## src/rtl/ref_div_pkg.sv

```systemverilog
package ref_div_pkg;
  localparam int unsigned DIV_W_DEF  = 16;
  localparam int unsigned STAT_W_DEF = 16;
  localparam int unsigned SYNC_DEF   = 2;
endpackage

```

## src/rtl/ref_edge_det.sv

```systemverilog
module ref_edge_det #(
  parameter int unsigned STAGES = ref_div_pkg::SYNC_DEF
) (
  input  logic clk_i,
  input  logic rst_ni,
  input  logic ref_i,
  output logic rise_o
);
  localparam int unsigned LAST = STAGES;

  // sh[STAGES-1] is the synchronised level, sh[STAGES] its previous value
  logic [LAST:0] sh_q;

  always_ff @(posedge clk_i or negedge rst_ni) begin
    if (!rst_ni) sh_q <= '0;
    else         sh_q <= {sh_q[LAST-1:0], ref_i};
  end

  assign rise_o = sh_q[LAST-1] & ~sh_q[LAST];

  p_rise_single_r2: assert property (@(posedge clk_i) disable iff (!rst_ni)
    rise_o |=> !rise_o);
endmodule

```

## src/rtl/ref_div_counter.sv

```systemverilog
module ref_div_counter #(
  parameter int unsigned DIV_W    = ref_div_pkg::DIV_W_DEF,
  parameter int unsigned DIV_INIT = 4
) (
  input  logic             clk_i,
  input  logic             rst_ni,
  input  logic             rise_i,
  input  logic             we_i,
  input  logic [DIV_W-1:0] wdata_i,
  output logic             hit_o,
  output logic             strobe_o
);
  localparam int unsigned CW = DIV_W + 1;
  localparam logic [DIV_W-1:0] INIT_V = DIV_W'(DIV_INIT);

  logic [DIV_W-1:0] preset_q, lim_q, cnt_q;
  logic [DIV_W-1:0] lim_now, lim_eff;
  logic             strobe_q;

  // a period latches its limit on its first counted edge
  assign lim_now = (cnt_q == '0) ? preset_q : lim_q;
  assign lim_eff = (lim_now == '0) ? DIV_W'(1) : lim_now;
  assign hit_o   = rise_i && ((CW'(cnt_q) + CW'(1)) >= CW'(lim_eff));

  always_ff @(posedge clk_i or negedge rst_ni) begin
    if (!rst_ni) begin
      preset_q <= INIT_V;
      lim_q    <= INIT_V;
      cnt_q    <= '0;
      strobe_q <= 1'b0;
    end else begin
      if (we_i) preset_q <= wdata_i;
      if (rise_i) begin
        if (cnt_q == '0) lim_q <= preset_q;
        cnt_q <= hit_o ? '0 : cnt_q + DIV_W'(1);
      end
      strobe_q <= hit_o;
    end
  end

  assign strobe_o = strobe_q;

  p_cnt_bound_r3: assert property (@(posedge clk_i) disable iff (!rst_ni)
    (cnt_q != '0) |-> (cnt_q < lim_q));
  p_cnt_idle_r2: assert property (@(posedge clk_i) disable iff (!rst_ni)
    !rise_i |=> $stable(cnt_q));
  p_strobe_one_r6: assert property (@(posedge clk_i) disable iff (!rst_ni)
    strobe_o |=> !strobe_o);
endmodule

```

## src/rtl/ref_irq_ctrl.sv

```systemverilog
module ref_irq_ctrl (
  input  logic clk_i,
  input  logic rst_ni,
  input  logic set_i,
  input  logic clr_i,
  output logic irq_o
);
  logic irq_q;

  always_ff @(posedge clk_i or negedge rst_ni) begin
    if (!rst_ni)    irq_q <= 1'b0;
    else if (set_i) irq_q <= 1'b1;
    else if (clr_i) irq_q <= 1'b0;
  end

  assign irq_o = irq_q;

  p_irq_set_r7: assert property (@(posedge clk_i) disable iff (!rst_ni)
    set_i |=> irq_o);
  p_irq_hold_r7: assert property (@(posedge clk_i) disable iff (!rst_ni)
    (irq_o && !clr_i) |=> irq_o);
  p_irq_clr_r7: assert property (@(posedge clk_i) disable iff (!rst_ni)
    (clr_i && !set_i) |=> !irq_o);
endmodule

```

## src/rtl/ref_divider_snap.sv

```systemverilog
module ref_divider_snap #(
  parameter int unsigned DIV_W    = ref_div_pkg::DIV_W_DEF,
  parameter int unsigned STAT_W   = ref_div_pkg::STAT_W_DEF,
  parameter int unsigned SYNC     = ref_div_pkg::SYNC_DEF,
  parameter int unsigned DIV_INIT = 4
) (
  input  logic              clk_i,
  input  logic              rst_ni,
  input  logic              ref_i,
  input  logic              div_we_i,
  input  logic [DIV_W-1:0]  div_data_i,
  input  logic              irq_clr_i,
  input  logic [STAT_W-1:0] status_i,
  output logic              irq_o,
  output logic              strobe_o,
  output logic [STAT_W-1:0] status_snap_o
);
  logic rise, hit;
  logic [STAT_W-1:0] snap_q;

  ref_edge_det #(.STAGES(SYNC)) u_edge (
    .clk_i (clk_i),
    .rst_ni(rst_ni),
    .ref_i (ref_i),
    .rise_o(rise)
  );

  ref_div_counter #(.DIV_W(DIV_W), .DIV_INIT(DIV_INIT)) u_cnt (
    .clk_i   (clk_i),
    .rst_ni  (rst_ni),
    .rise_i  (rise),
    .we_i    (div_we_i),
    .wdata_i (div_data_i),
    .hit_o   (hit),
    .strobe_o(strobe_o)
  );

  ref_irq_ctrl u_irq (
    .clk_i (clk_i),
    .rst_ni(rst_ni),
    .set_i (hit),
    .clr_i (irq_clr_i),
    .irq_o (irq_o)
  );

  always_ff @(posedge clk_i or negedge rst_ni) begin
    if (!rst_ni)  snap_q <= '0;
    else if (hit) snap_q <= status_i;
  end

  assign status_snap_o = snap_q;

  p_snap_hold_r8: assert property (@(posedge clk_i) disable iff (!rst_ni)
    !hit |=> $stable(snap_q));
  p_strobe_irq_r7: assert property (@(posedge clk_i) disable iff (!rst_ni)
    hit |=> (strobe_o && irq_o));
endmodule

```

## config.mk

```make
export PLATFORM = sky130hd
export DESIGN_NAME = ref_divider_snap
export DESIGN_NICKNAME = d
export VERILOG_FILES = /design/src/rtl/ref_div_pkg.sv /design/src/rtl/ref_edge_det.sv /design/src/rtl/ref_div_counter.sv /design/src/rtl/ref_irq_ctrl.sv /design/src/rtl/ref_divider_snap.sv
export SDC_FILE = /design/constraint.sdc
export NUM_CORES = 1
export LEC_CHECK = 0
export BUFFER_PORTS_ARGS = -buffer_cell sky130_fd_sc_hd__buf_4
export CORE_ASPECT_RATIO = 1.25
export CORE_MARGIN = 10
export CORE_UTILIZATION = 35
export DETAILED_ROUTE_END_ITERATION = 8
export GPL_TIMING_DRIVEN = 1
export PLACE_DENSITY_LB_ADDON = 0.25
export SLEW_MARGIN = 5
export SYNTH_ARGS = -nofsm -noshare
export SYNTH_HDL_FRONTEND = slang
export SYNTH_HIERARCHICAL = 1
export SYNTH_SLANG_ARGS = --single-unit
```

## constraint.sdc

```tcl
create_clock -name clk_i -period 10.85 [get_ports clk_i]
set_clock_uncertainty 0.1 [all_clocks]
set_input_delay 1.085 -clock clk_i [delete_from_list [all_inputs] [get_ports clk_i]]
set_output_delay 1.085 -clock clk_i [all_outputs]
set_load 0.02 [all_outputs]
```

==> out/qor.txt <==
Status - complete, no violations
Global-route wire length before repair - 13800 um
Synth Area in XOR/XNOR - 3.12%
Largest family of logic cells by synthesized area - multiplexers
Syn nets - 375
Worst slew pin tran - 1200 ps
Hold depth - 0
Mean routed wirelength per cell - 16.4 um
Max Cap Viol - 0
Crit path time final - 5300 ps
Clk Tree Root Cell - clkbuf_16
Final GP Congestion - 0.816
Fin. Hold Viols - 0
Die area - 14900 sq um
Reg clk slew, reported paths - 60 ps
Pre-Repair DR Iteration Count - 4
HPWL Detailed - 5990 um
Antenna cell count - 0
Rel. slew slack - 19.8%
GRT Util Overall - 11.3%
Area leader, netlist - dfrtp_1
Main flop type after synthesis - dfrtp_1
Fin nets - 426
CP Capture Type - flip-flop
Setup TNS - 0 ps
Unrepaired setup endpoints after global routing - false
Fmax - 189 MHz
Number of flops mapped to enable cells by yosys - 0
Post-route ant nets - 0
Worst-path fanout max - 18
Simple-gate share of the synthesized area - 13.1%
VDD IR max - 128 uV
# IOs - 55
Most frequent cells in the layout - dfrtp_1 (67), buf_4 (56), nor2_1 (25)
Die Ht - 134 um
CTS tree - built
Post-CTS Setup Inserts - 0
Hold crit path type - flip-flop to flip-flop
WL final - 8280 um
Total gr overflow - 0
CP required - 10970 ps
Worst r2r src - u_cnt/cnt_q[0]
Post-synthesis compound-gate area fraction - 10.3%
Final Cycle Share - 48.8%
Drt via density - 5.10
Final Slew Violations - 0
#FFs+latches synth - 69
TritonCTS buffer count - 9
Via count - 2576
Clk Latency, worst-skew pair - 330 ps
Fillcell total - 981
Synth top area share - 46.0%
Number of global-route vias before repair - 2781
Synthesis Warnings - 6
Pleak - 0.00213 uW
Post-synthesis mux area share - 15.9%
RR Endpoint - status_snap_o[13]
Core ar. - 10200 sq um
Sink Count - 69
Synth Area in Adders - 6.18%
Setup crit start kind - flip-flop
Cts hold-fix bufs - 0
Synth Area per Inst - 11.4 sq um
Initial core utilization - 35.9%
Cts repair resizes - 0
# setup viols final - 0
Layout Utilization - 43.7%
CTS H-tree lvls - 3
R2r setup slk - 5550 ps
Port bufs - 54
Most common cell after layout, fill and taps aside - dfrtp_1
Die width - 111 um
Yosys cell types - 49
Share of cells above drive strength 1 - 31.9%
Synth-to-layout area growth - 21.8%
FFs w/ async S/R, synth - 100%
Netlist Area Pre-Place - 3640 sq um
Clock tree buffer depth - 2
Pin count of the biggest net entering global routing - 70
DRC viols - 0
Multi-input logic area - 1780 sq um
WS Path Type - flip-flop to flip-flop
Total power divided by cell area - 173 nW/um^2
Initial antenna violation count - 0
Reg area - 1730 sq um
Row count - 41
Mapped Cells - 320
Reg2reg path depth - 14
Arrival time at the worst endpoint - 5410 ps
Ranking of synthesized cells by area - dfrtp_1 (46%), mux2_2 (7.1%), ha_1 (6.2%)
Hold path endpoint - u_edge/sh_q[1]
Violation count after the first detailed-route iteration - 83
Register area share after synthesis - 47.4%
HP Start - u_edge/sh_q[0]
## routing by layer
layer | routed length, um | up-vias | GRT usage (%) | share of wire, %
met5 | 0 | - | 0 | 0
met3 | 236 | 9 | 2.37 | 2.9
met1 | 3640 | 1258 | 13.1 | 44
met2 | 4240 | 41 | 19.4 | 51
li1 | - | 1268 | - | -
met4 | 153 | 0 | 5.15 | 1.8
## registers in the layout, indices dropped and copies added (netlist names)
| register | flops |
|---|---|
| status_snap_o | 16 |
| u_cnt/cnt_q | 16 |
| u_cnt/lim_q | 16 |
| u_cnt/preset_q | 16 |
| u_cnt/strobe_o | 1 |
| u_edge/sh_q | 3 |
| u_irq/irq_o | 1 |
## area by class of cell
type                            instances  area share, %
Tap cell                              129           3.63
Inverter                               10          0.845
Timing Repair Buffer                   56           9.47
Sequential cell                        69           38.9
Clock inverter                          6           1.94
Multi-Input combinational cell        225           40.0
Clock buffer                           10           5.16
## worst max path at each step
stage | from | endpoint | slack [ps] | depth (start not counted)
after CTS | u_cnt/cnt_q[0] | status_snap_o[13] | 5540 | 14
after detailed placement | u_cnt/cnt_q[0] | status_snap_o[13] | 5600 | 14
after floorplan | u_cnt/cnt_q[0] | status_snap_o[10] | 7340 | 18
final | u_cnt/cnt_q[0] | status_snap_o[13] | 5550 | 14
after global routing | u_cnt/cnt_q[0] | status_snap_o[13] | 5200 | 14
after global placement | u_cnt/cnt_q[0] | status_snap_o[1] | 5670 | 14
## kinds of logic (layout without fill, tap and decap cells)
family / after synthesis / in the layout
AOI/OAI and AO/OA: 56 / 56
DFF: 69 / 69
adders and majority gates: 18 / 18
muxes: 50 / 50
xor gates and xnor gates: 13 / 13
buffers and inverters: 26 / 82
and+or+nand+nor: 88 / 88
## where the power goes
part | total (uW) | switching [uW] | internal (uW)
clock network | 311 | 110 | 201
registers | 321 | 30.8 | 291
logic | 134 | 70.2 | 64.2
total | 767 | 211 | 556
## per-stage QoR
step           setup WS, ps  instance area (sq um)  hold WS (ps)  power [uW]  cells
3_5_place_dp           5600                   4130           246         461    489
6_report               5550                   4440           252         767    505
4_1_cts                5540                   4440           259         777    505
2_1_floorplan          7340                   3640           231         416    320
3_3_place_gp           5670                   4130           237         456    489
5_1_grt                5200                   4440           264         814    505
## cell usage after synthesis (2+ instances only)
cell type  instances
dfrtp_1           67
o2bb2ai_1          8
nand3_1            7
nand2b_1           2
nor4_1            10
nand2_1           20
o22ai_1            3
a21o_1             2
dfstp_2            2
ha_1              18
a21oi_1           23
o21ai_0            6
a31oi_1            4
buf_2              5
nand4_1            4
mux2_2            23
clkbuf_1           7
o211ai_1           2
xor2_1             5
mux2_4            10
mux2i_1           17
xnor2_1            8
nand3_2            2
inv_1             10
buf_6              3
nor2_1            25
nor3_1             5
## critical path, cell delays in order, from the launching register on
cell and delay (ps):
dfrtp_1 430, inv_1 120, ha_1 140, nor4b_1 350, nand4_1 990, a311oi_1 600, a21oi_1 90, ha_1 330
nand2b_1 90, a21oi_1 60, o21ai_0 170, a22oi_1 120, buf_4 200, a21oi_2 950, mux2_2 430
Note: power is estimated with default switching activity, not from simulation.
